[src/rtl/mon_pkg.sv]
package mon_pkg;
  typedef enum logic [1:0] {
    CAUSE_NONE   = 2'b00,
    CAUSE_MISS   = 2'b01,
    CAUSE_BUSY   = 2'b10,
    CAUSE_WAITER = 2'b11
  } cause_e;

  localparam int LOCK_BIT = 0;
  localparam int WANT_BIT = 1;
  localparam int FLAG_W   = 2;
endpackage

[src/rtl/mon_slot.sv]
module mon_slot #(
  parameter int ADDR_W = 32,
  parameter int CNT_W  = 8
) (
  input  logic              clk,
  input  logic              rst,
  input  logic              sw_we,
  input  logic              sw_install,
  input  logic [ADDR_W-1:0] sw_addr,
  input  logic [CNT_W-1:0]  sw_cnt,
  input  logic              upd_en,
  input  logic [CNT_W-1:0]  upd_cnt,
  input  logic [ADDR_W-1:0] look_addr,
  output logic              match_o,
  output logic [CNT_W-1:0]  cnt_o
);
  logic              valid_q;
  logic [ADDR_W-1:0] addr_q;
  logic [CNT_W-1:0]  cnt_q;

  always_ff @(posedge clk) begin
    if (rst) begin
      valid_q <= 1'b0;
      addr_q  <= '0;
      cnt_q   <= '0;
    end else if (sw_we) begin
      valid_q <= sw_install;
      if (sw_install) begin
        addr_q <= sw_addr;
        cnt_q  <= sw_cnt;
      end
    end else if (upd_en) begin
      cnt_q <= upd_cnt;
    end
  end

  assign match_o = valid_q && (addr_q == look_addr);
  assign cnt_o   = cnt_q;
endmodule

[src/rtl/mon_pick.sv]
module mon_pick #(
  parameter int N_SLOTS = 2,
  parameter int CNT_W   = 8,
  parameter int SEL_W   = 1
) (
  input  logic [N_SLOTS-1:0]       match,
  input  logic [N_SLOTS*CNT_W-1:0] cnts,
  output logic                     hit_any,
  output logic [SEL_W-1:0]         hit_idx,
  output logic [CNT_W-1:0]         hit_cnt
);
  always_comb begin
    hit_any = |match;
    hit_idx = '0;
    hit_cnt = '0;
    for (int i = N_SLOTS - 1; i >= 0; i--) begin
      if (match[i]) begin
        hit_idx = SEL_W'(i);
        hit_cnt = cnts[i*CNT_W +: CNT_W];
      end
    end
  end
endmodule

[src/rtl/mon_ctrl.sv]
module mon_ctrl
  import mon_pkg::*;
#(
  parameter int ADDR_W = 32,
  parameter int CNT_W  = 8
) (
  input  logic              go,
  input  logic              is_exit,
  input  logic              hit_any,
  input  logic [CNT_W-1:0]  hit_cnt,
  input  logic [ADDR_W-1:0] hdr_in,
  output logic              upd_en,
  output logic [CNT_W-1:0]  upd_cnt,
  output logic              done,
  output logic              trap,
  output cause_e            cause,
  output logic              hdr_we,
  output logic [ADDR_W-1:0] hdr_val
);
  localparam logic [CNT_W-1:0] CNT_MAX = '1;
  localparam logic [CNT_W-1:0] CNT_ONE = CNT_W'(1);

  always_comb begin
    upd_en  = 1'b0;
    upd_cnt = hit_cnt;
    done    = 1'b0;
    trap    = 1'b0;
    cause   = CAUSE_NONE;
    hdr_we  = 1'b0;
    hdr_val = hdr_in;
    if (go) begin
      if (!hit_any) begin
        trap  = 1'b1;
        cause = CAUSE_MISS;
      end else if (!is_exit) begin
        if (hit_cnt == '0) begin
          if (hdr_in[LOCK_BIT]) begin
            trap  = 1'b1;
            cause = CAUSE_BUSY;
          end else begin
            upd_en            = 1'b1;
            upd_cnt           = CNT_ONE;
            hdr_we            = 1'b1;
            hdr_val[LOCK_BIT] = 1'b1;
            done              = 1'b1;
          end
        end else if (hit_cnt == CNT_MAX) begin
          trap  = 1'b1;
          cause = CAUSE_MISS;
        end else begin
          upd_en  = 1'b1;
          upd_cnt = hit_cnt + CNT_ONE;
          done    = 1'b1;
        end
      end else begin
        if (hit_cnt == '0) begin
          trap  = 1'b1;
          cause = CAUSE_MISS;
        end else begin
          upd_en  = 1'b1;
          upd_cnt = hit_cnt - CNT_ONE;
          if (hit_cnt == CNT_ONE) begin
            hdr_we            = 1'b1;
            hdr_val[LOCK_BIT] = 1'b0;
            if (hdr_in[WANT_BIT]) begin
              trap  = 1'b1;
              cause = CAUSE_WAITER;
            end else begin
              done = 1'b1;
            end
          end else begin
            done = 1'b1;
          end
        end
      end
    end
  end
endmodule

[src/rtl/mon_cache.sv]
module mon_cache
  import mon_pkg::*;
#(
  parameter int ADDR_W  = 32,
  parameter int CNT_W   = 8,
  parameter int N_SLOTS = 2,
  localparam int SEL_W  = (N_SLOTS > 1) ? $clog2(N_SLOTS) : 1
) (
  input  logic              clk,
  input  logic              rst,
  input  logic              req_valid,
  input  logic              req_exit,
  input  logic [ADDR_W-1:0] req_addr,
  input  logic [ADDR_W-1:0] hdr_in,
  input  logic [ADDR_W-1:0] view_in,
  input  logic              sw_we,
  input  logic [SEL_W-1:0]  sw_slot,
  input  logic              sw_install,
  input  logic [ADDR_W-1:0] sw_addr,
  input  logic [CNT_W-1:0]  sw_cnt,
  output logic              done_o,
  output logic              trap_o,
  output logic [1:0]        cause_o,
  output logic              hdr_we_o,
  output logic [ADDR_W-1:0] hdr_out_o,
  output logic [ADDR_W-1:0] view_out_o
);
  localparam logic [ADDR_W-1:0] FLAG_MASK = ADDR_W'((1 << FLAG_W) - 1);

  logic [ADDR_W-1:0]        look_addr;
  logic [ADDR_W-1:0]        inst_addr;
  logic [N_SLOTS-1:0]       match;
  logic [N_SLOTS*CNT_W-1:0] cnts;
  logic                     hit_any;
  logic [SEL_W-1:0]         hit_idx;
  logic [CNT_W-1:0]         hit_cnt;
  logic                     go;
  logic                     upd_en;
  logic [CNT_W-1:0]         upd_cnt;
  logic                     c_done;
  logic                     c_trap;
  cause_e                   c_cause;
  logic                     c_hdr_we;
  logic [ADDR_W-1:0]        c_hdr_val;

  assign look_addr = req_addr & ~FLAG_MASK;
  assign inst_addr = sw_addr & ~FLAG_MASK;
  assign go        = req_valid && !sw_we;

  for (genvar g = 0; g < N_SLOTS; g++) begin : g_slot
    logic slot_sw_we;
    logic slot_upd;
    assign slot_sw_we = sw_we && (sw_slot == SEL_W'(g));
    assign slot_upd   = upd_en && (hit_idx == SEL_W'(g));
    mon_slot #(.ADDR_W(ADDR_W), .CNT_W(CNT_W)) u_slot (
      .clk        (clk),
      .rst        (rst),
      .sw_we      (slot_sw_we),
      .sw_install (sw_install),
      .sw_addr    (inst_addr),
      .sw_cnt     (sw_cnt),
      .upd_en     (slot_upd),
      .upd_cnt    (upd_cnt),
      .look_addr  (look_addr),
      .match_o    (match[g]),
      .cnt_o      (cnts[g*CNT_W +: CNT_W])
    );
  end

  mon_pick #(.N_SLOTS(N_SLOTS), .CNT_W(CNT_W), .SEL_W(SEL_W)) u_pick (
    .match   (match),
    .cnts    (cnts),
    .hit_any (hit_any),
    .hit_idx (hit_idx),
    .hit_cnt (hit_cnt)
  );

  mon_ctrl #(.ADDR_W(ADDR_W), .CNT_W(CNT_W)) u_ctrl (
    .go      (go),
    .is_exit (req_exit),
    .hit_any (hit_any),
    .hit_cnt (hit_cnt),
    .hdr_in  (hdr_in),
    .upd_en  (upd_en),
    .upd_cnt (upd_cnt),
    .done    (c_done),
    .trap    (c_trap),
    .cause   (c_cause),
    .hdr_we  (c_hdr_we),
    .hdr_val (c_hdr_val)
  );

  always_ff @(posedge clk) begin
    if (rst) begin
      done_o     <= 1'b0;
      trap_o     <= 1'b0;
      cause_o    <= 2'b00;
      hdr_we_o   <= 1'b0;
      hdr_out_o  <= '0;
      view_out_o <= '0;
    end else begin
      done_o     <= c_done;
      trap_o     <= c_trap;
      cause_o    <= c_cause;
      hdr_we_o   <= c_hdr_we;
      hdr_out_o  <= c_hdr_val;
      view_out_o <= view_in & ~FLAG_MASK;
    end
  end
endmodule

[config.mk]
export PLATFORM = sky130hd
export DESIGN_NAME = mon_cache
export DESIGN_NICKNAME = d
export VERILOG_FILES = /design/src/rtl/mon_pkg.sv /design/src/rtl/mon_slot.sv /design/src/rtl/mon_pick.sv /design/src/rtl/mon_ctrl.sv /design/src/rtl/mon_cache.sv
export SDC_FILE = /design/constraint.sdc
export NUM_CORES = 1
export LEC_CHECK = 0
export BUFFER_PORTS_ARGS = -buffer_cell sky130_fd_sc_hd__buf_2
export CAP_MARGIN = 5
export CORE_MARGIN = 1
export CORE_UTILIZATION = 51
export CTS_CLUSTER_DIAMETER = 120
export CTS_CLUSTER_SIZE = 40
export DETAILED_ROUTE_END_ITERATION = 16
export PLACE_DENSITY = 0.86
export SYNTH_ARGS = -nofsm -noshare
export SYNTH_HDL_FRONTEND = slang
export SYNTH_SLANG_ARGS = --single-unit
[constraint.sdc]
create_clock -name clk -period 5.32 [get_ports clk]
set_input_delay 0.532 -clock clk [delete_from_list [all_inputs] [get_ports clk]]
set_output_delay 0.532 -clock clk [all_outputs]
set_load 0.005 [all_outputs]
# Yosys cells after proc, flatten, opt, wreduce, memory -nomap -nowiden

Index checks and enable logic that the tools add are counted.

Input port bits: 143
Register bits: 147
Word-level logic and storage cells: 97
Output and inout bits: 69

Add/subtract/negate cells: 2
Equality and inequality tests: 6
Mux-type cells: 53
Bitwise operators: 4
Reduce and logical (&&, ||, !) cells: 18

Operators by type and width:

| operator                                                            | number |
|---|---|
| 8-bit 2-to-1 mux                                                    | 14 |
| 30-bit == test                                                      | 2 |
| 1-bit 2-to-1 mux                                                    | 33 |
| 2-bit 2-to-1 mux                                                    | 6 |
| 8-bit by 1-bit adder with 8-bit output (second input constant)      | 1 |
| 8-bit by 1-bit == test with 1-bit output (second input constant)    | 1 |
| 8-bit == test (second input constant)                               | 1 |
| 8-bit logical NOT                                                   | 1 |
| 2-bit AND reduction                                                 | 4 |
| 8-bit by 1-bit subtractor with 8-bit output (second input constant) | 1 |
| 1-bit logical AND                                                   | 7 |
| 2-bit != test (second input constant)                               | 2 |
| 1-bit NOT                                                           | 4 |
| 2-bit nonzero test                                                  | 2 |
| 2-bit OR reduction                                                  | 2 |
| 3-bit OR reduction                                                  | 1 |
| 1-bit logical NOT                                                   | 1 |

# Logic depth before layout (Yosys ltp)

Depth in word-level cells: 13
Depth in mapped cells: 20
Mapped depth without buffers: 16

# Modules after synthesis

A second synthesis with hierarchy kept.

Cells, all modules: 747
Area total of the unflattened synthesis: 6633.9 um^2

Modules (own cells, without submodules):

| module    | area an instance (um^2) | instances | cells each | sequential area each (um^2) |
|---|---|---|---|---|
| mon_slot  | 1869.3                  | 2         | 225        | 820.8 |
| mon_cache | 1866.8                  | 1         | 149        | 1341.3 |
| mon_ctrl  | 914.6                   | 1         | 132        | 0.0 |
| mon_pick  | 113.9                   | 1         | 16         | 0.0 |

# Worst setup path after synthesis

Ideal clock, no wire load.

Path type: input to register
From: in req_addr[8]
To: reg g_slot[0].u_slot.cnt_q[5]
Buffers on the path: 4
Library setup time: 0.139 ns
Required time: 5.181 ns
Arrival time: 3.848 ns
Slack: 1.334 ns
Stages: 20
Cell sequence: xnor2_1 -> nand4_1 -> or4_1 -> buf_2 -> nor2_1 -> buf_2 -> nand2_1 -> o21a_1 -> inv_1 -> ha_1 -> and3_1 -> and3_1 -> nand3_1 -> o21a_1 -> or3_1 -> buf_2 -> a41o_1 -> buf_6 -> nand3_4 -> o221ai_1

Cells in the longest elaborated chain, start to end: 13
Elaborated cells on any way between the ends: 32
Classes of those cells: 2 x add/sub; 3 x eq/ne; 19 x mux; 1 x bitwise; 7 x reduce/logical

Ends and longest elaborated chain:

| element                                                                                         | line            | text |
|---|---|---|
| start: declaration                                                                              | mon_cache.sv:13 | `input logic [ADDR_W-1:0] req_addr,` |
| parallel branches: the longest is 13 deep, another holds 8-bit by 1-bit adder with 8-bit output | -               |  |
| end signal: assignment                                                                          | mon_slot.sv:30  | `cnt_q <= sw_cnt;` |
| end signal: assignment                                                                          | mon_slot.sv:33  | `cnt_q <= upd_cnt;` |
| end: declaration                                                                                | mon_slot.sv:19  | `logic [CNT_W-1:0] cnt_q;` |

Several ways; the timed one is not identified. The select of a mux whose other input is x is not followed.
A chain may end at the register's enable or synchronous reset.

# Final worst setup path

From: reg g_slot[0].u_slot.addr_q[20]
To: reg g_slot[0].u_slot.cnt_q[5]

Cells in the longest elaborated chain, start to end: 12
Elaborated cells on any way between the ends: 28
Classes of those cells: 2 x add/sub; 2 x eq/ne; 17 x mux; 1 x bitwise; 6 x reduce/logical

Ends and longest elaborated chain:

| element                                                                                         | line           | text |
|---|---|---|
| start: declaration                                                                              | mon_slot.sv:18 | `logic [ADDR_W-1:0] addr_q;` |
| start signal: assignment                                                                        | mon_slot.sv:29 | `addr_q <= sw_addr;` |
| 30-bit == test (*)                                                                              | mon_slot.sv:37 | `assign match_o = valid_q && (addr_q == look_addr);` |
| 1-bit logical AND (*)                                                                           | mon_slot.sv:37 |  |
| parallel branches: the longest is 10 deep, another holds 8-bit by 1-bit adder with 8-bit output | -              |  |

Every way passes the cells marked *. The select of a mux whose other input is x is not followed.

==> out/results.env <==
STATUS='complete, no violations'
DIE_Y_UM=117
SYNTH_TOP_AREA_CELL='sky130_fd_sc_hd__dfxtp_1'
PORT_BUFFERS=203
SYN_AREA_MM2=0.00680
FIN_NETS=1127
WORST_SLEW_PIN_SLEW_PS=1040
CTS_RESIZED=0
OVERFLOW=0
FIN_WORST_SKEW_PS=9.18
MAX-SLEW-MARGIN-REL_PCT=31.0
DETAIL-ROUTE-ANTENNA-NETS=0
WIRE_LENGTH_OF_THE_FIRST_GLOBAL_ROUTING_PASS_UM=32300
CRITICAL_PATH.CELL_CHAIN='xnor2_1, nand4_1, nor4_2, nand2_1, a31oi_1, buf_4, inv_1, ha_1, and3_1, and3_1, nand3_1, o21a_1, or3_1, a41o_1, nand3_4, o221ai_1'
SYNTHTOPCELLSBYAREA='sky130_fd_sc_hd__dfxtp_1 43%, sky130_fd_sc_hd__nand2_1 8.2%, sky130_fd_sc_hd__xnor2_1 7.7%, sky130_fd_sc_hd__nor2b_1 5.9%, sky130_fd_sc_hd__a21oi_1 5.7%'
CTS_BUFFERS=17
GRT_PASS1_VIAS=6499
H-TREE-DEPTH=4
SYNTH-SEQ-CELLS=145
DOMINANT_REGISTER_CELL_IN_THE_SYNTHESIZED_NETLIST='sky130_fd_sc_hd__dfxtp_1'
TIMING.FINAL.CRIT_SHARE_PCT=85.8
ROOT_BUFFER_MASTER='sky130_fd_sc_hd__clkbuf_16'
TRITONCTS_NUM_SINKS=145
CRITPATHMAXFANOUT=10
POWER_SWITCHING_SHARE_PCT=24.7
POST_SYN_INSTANCES=800
DRT-TOTAL-WL_UM=20200
FP.DIEAREA_MM2=0.0138
TIMING.CRITICAL_PATH.TO_TYPE='flop'
HOLD_PATH.CLASS='primary input to flop'
CRITICAL_PATH_MOST_COMMON_CELL='sky130_fd_sc_hd__and3_1'
CRITPATHARRIVALTIME_PS=4900
FINAL.MIN_CLOCK_PERIOD_PS=4560
REMAINING_DRC_ERRORS=0
PLACEMENTROWS=41
GLOBALPLACE.CONGESTION=0.947
SYNTH_ASYNC_SR_FLOP_SHARE_PCT=0
FINAL_CELL_AREA_MM2=0.00850
CRIT_PATH_MAX_INCR_DELAY_PS=580
WL_PER_CELL_UM=17.4
N_FILL_CELL=1082
POWER.COMBINATIONAL.FRACTION_PCT=9.9
BOUNDARYPINS=212
ROUTED_VIA_DENSITY=5.79
SEQ_AREA_FRAC_SYNTH_PCT=42.7
VDD_IR_DROP_MAX_mV=0.299
TIMING_WORST_SETUP_PATH_TYPE='flop to flop'
PLACED_AREA_MM2=0.00789
VIA_COUNT=6751
MAXIMUM_NUMBER_OF_PINS_ON_ONE_NET_BEFORE_GLOBAL_ROUTE_REPAIR=105
FINALSETUPVIOLCOUNT=0
WORST_EP_REQUIRED_TIME_PS=5660
P_CLK_SHARE_PCT=46.4
ANTENNA-DIODE-COUNT=0
SLOWEST_STAGE='sky130_fd_sc_hd__a41o_1'
CRIT_FAMILY='simple AND/OR/NAND/NOR gates'
YS.WARNINGS.COUNT=0
SEQUENTIALPOWERSHARE_PCT=43.7
SYN_TO_FINAL_GROWTH_PCT=25.0
CTS_TREE='built'
GRT_SETUP_UNREPAIRED='no'
INITIAL_UTILIZATION_PCT=53.0
CORE-AREA_MM2=0.0128
POST_SYNTH_EDFFS=0
POWER_DENSITY_mW_PER_MM2=309
ANTENNA_VIOLATIONS_BEFORE_REPAIR=0
CELLLEAKAGEPOWER_uW=0.00336
FINALHOLDVIOLATIONS=0
P_SWITCHING_uW=651
MOSTFREQUENTLAYOUTCELL='sky130_fd_sc_hd__buf_2'
CAP_VIOL_MAX_COUNT=0
INTERNAL_uW=1980
CTS_SETUP_BUFFERS=0
TIMING.CRITICAL_PATH.FROM_TYPE='flop'
MAXCLOCKFREQUENCY_MHz=219
CP.BUFFERS_INVERTERS=2
AVGSYNTHCELLAREA_UM2=8.50
DP.FINAL_HPWL_UM=14300
CLOCKBUFFERDEPTH=2
WORST_SETUP_HOLD_PATH_CLK_SLEW_PS=60
TOTALNEGATIVESETUPSLACK_PS=0
DRTPASS1ITERATIONS=5
DRT-INITIAL-DRC-COUNT=571
DIE_WIDTH_UM=117
SYNTH_TOP_AREA_SHARE_PCT=42.7
POST_CTS_HOLD_BUFFER_COUNT=0
MOST-COMMON-LAYOUT-CELLS='202 x sky130_fd_sc_hd__buf_2, 149 x sky130_fd_sc_hd__nand2_1, 145 x sky130_fd_sc_hd__dfxtp_1'
MAXSLEWVIOLCOUNT=0
LAYOUT-DRIVE-GT1-SHARE_PCT=27.6
GLOBALROUTETOTALUTIL_PCT=29.6
YS_TYPES=71
WORST_SKEW_PAIR.LATE_LATENCY_PS=430
[metrics by stage]
stage               setup WS, ps  hold WS (ps)  total power [uW]  utilization, %  cells
floorplan                   1330           449              1310               -    801
global placement             647           454              1420            61.5   1134
detailed placement           569           459              1430            61.5   1134
CTS                          888           304              2640            66.3   1166
global route                 477           297              2720            66.3   1166
finish                       756           311              2630            66.3   1166
[power by group through the flow]
stage,combinational [uW],clock (uW),sequential (uW)
3_5_place_dp,254,0,1170
6_report,260,1220,1150
3_3_place_gp,249,0,1170
2_1_floorplan,133,0,1170
5_1_grt,282,1290,1150
4_1_cts,258,1240,1150
[cell type report]
type	count	area (um2)	share of cell area [%]
Clock buffer	20	467	5.49
Inverter	9	33.8	0.397
Timing Repair Buffer	213	1090	12.9
Multi-Input combinational cell	595	3650	42.9
Clock inverter	12	146	1.72
Tap cell	172	215	2.53
Sequential cell	145	2900	34.1
[cell usage after synthesis, types with 2 or more instances]
cell                        number
sky130_fd_sc_hd__o21ai_0        15
sky130_fd_sc_hd__clkbuf_1       38
sky130_fd_sc_hd__a221oi_1        4
sky130_fd_sc_hd__a21oi_1        77
sky130_fd_sc_hd__or3_1           8
sky130_fd_sc_hd__o21a_1          7
sky130_fd_sc_hd__nor4_1          7
sky130_fd_sc_hd__nand2_1       149
sky130_fd_sc_hd__o211ai_2        3
sky130_fd_sc_hd__o31ai_1         4
sky130_fd_sc_hd__buf_4           3
sky130_fd_sc_hd__o32ai_2         2
sky130_fd_sc_hd__o21ai_1         5
sky130_fd_sc_hd__a222oi_1        2
sky130_fd_sc_hd__or2_2           3
sky130_fd_sc_hd__buf_2           7
sky130_fd_sc_hd__dfxtp_1       145
sky130_fd_sc_hd__a32o_1          2
sky130_fd_sc_hd__ha_1            3
sky130_fd_sc_hd__a31oi_1         8
sky130_fd_sc_hd__nand3_1        19
sky130_fd_sc_hd__o221ai_2        2
sky130_fd_sc_hd__xor2_1          3
sky130_fd_sc_hd__o211a_1         3
sky130_fd_sc_hd__nor3_1         10
sky130_fd_sc_hd__inv_1           9
sky130_fd_sc_hd__nand4_1        34
sky130_fd_sc_hd__o2111ai_1       3
sky130_fd_sc_hd__nor2b_1        64
sky130_fd_sc_hd__and3_1          7
sky130_fd_sc_hd__buf_1           3
sky130_fd_sc_hd__a41oi_1         2
sky130_fd_sc_hd__mux2i_1         3
sky130_fd_sc_hd__nand2b_1        6
sky130_fd_sc_hd__a211oi_1        3
sky130_fd_sc_hd__xnor2_1        60
sky130_fd_sc_hd__and2_1          5
sky130_fd_sc_hd__a22oi_1         4
sky130_fd_sc_hd__o211ai_1        8
sky130_fd_sc_hd__nor2_1         17
sky130_fd_sc_hd__a2111oi_2       2
sky130_fd_sc_hd__nor4_2          6
sky130_fd_sc_hd__or4_1           7
[per-layer routing]
metal / vias to the layer above / track usage [%] / share of wire, %
met5: - / 0 / 0
met4: 0 / 13.6 / 3.2
met3: 82 / 9.74 / 10
met2: 404 / 49.6 / 48
met1: 3086 / 34.3 / 39
li1: 3179 / - / -
[flip-flops by register name, indices dropped and copies added, names as in the netlist]
register,flops
hdr_out_o,32
g_slot.u_slot.valid_q,2
done_o,1
hdr_we_o,1
view_out_o,30
cause_o,2
trap_o,1
g_slot.u_slot.cnt_o,16
g_slot.u_slot.addr_q,60
[worst reg2reg max path, cell delays in order, from the launching register on]
cell	delay, ps
sky130_fd_sc_hd__dfxtp_1	320
sky130_fd_sc_hd__xnor2_1	380
sky130_fd_sc_hd__nand4_1	210
sky130_fd_sc_hd__nor4_2	560
sky130_fd_sc_hd__nand2_1	260
sky130_fd_sc_hd__a31oi_1	280
sky130_fd_sc_hd__buf_4	180
sky130_fd_sc_hd__inv_1	50
sky130_fd_sc_hd__ha_1	280
sky130_fd_sc_hd__and3_1	220
sky130_fd_sc_hd__and3_1	200
sky130_fd_sc_hd__nand3_1	150
sky130_fd_sc_hd__o21a_1	160
sky130_fd_sc_hd__or3_1	250
sky130_fd_sc_hd__a41o_1	580
sky130_fd_sc_hd__nand3_4	170
sky130_fd_sc_hd__o221ai_1	220
[worst paths after layout]
kind	slack [ps]	from	to	depth (start not counted)
min	310	view_in[16]	view_out_o[16]$_SDFF_PP0_	2
min reg2reg	470	g_slot[0].u_slot.addr_q[25]$_SDFFE_PP0P_	g_slot[0].u_slot.addr_q[25]$_SDFFE_PP0P_	2
max reg2reg	760	g_slot[0].u_slot.addr_q[20]$_SDFFE_PP0P_	g_slot[0].u_slot.cnt_o[5]$_SDFFE_PP0P_	16
max	760	g_slot[0].u_slot.addr_q[20]$_SDFFE_PP0P_	g_slot[0].u_slot.cnt_o[5]$_SDFFE_PP0P_	16
[logic make-up (layout without fill, tap and decap cells)]
kind of cell               Yosys count  count (layout)  share of synthesized area, %
muxes                                3               3                         0.442
buffers and inverters               61             254                          3.77
and+or+nand+nor                    348             348                          26.4
xor gates and xnor gates            63              63                          8.11
other                                1               2                        0.0551
DFF                                145             145                          42.7
AOI/OAI and AO/OA                  176             176                          18.0
adders and majority gates            3               3                         0.552
Note: power is estimated with default switching activity, not from simulation.
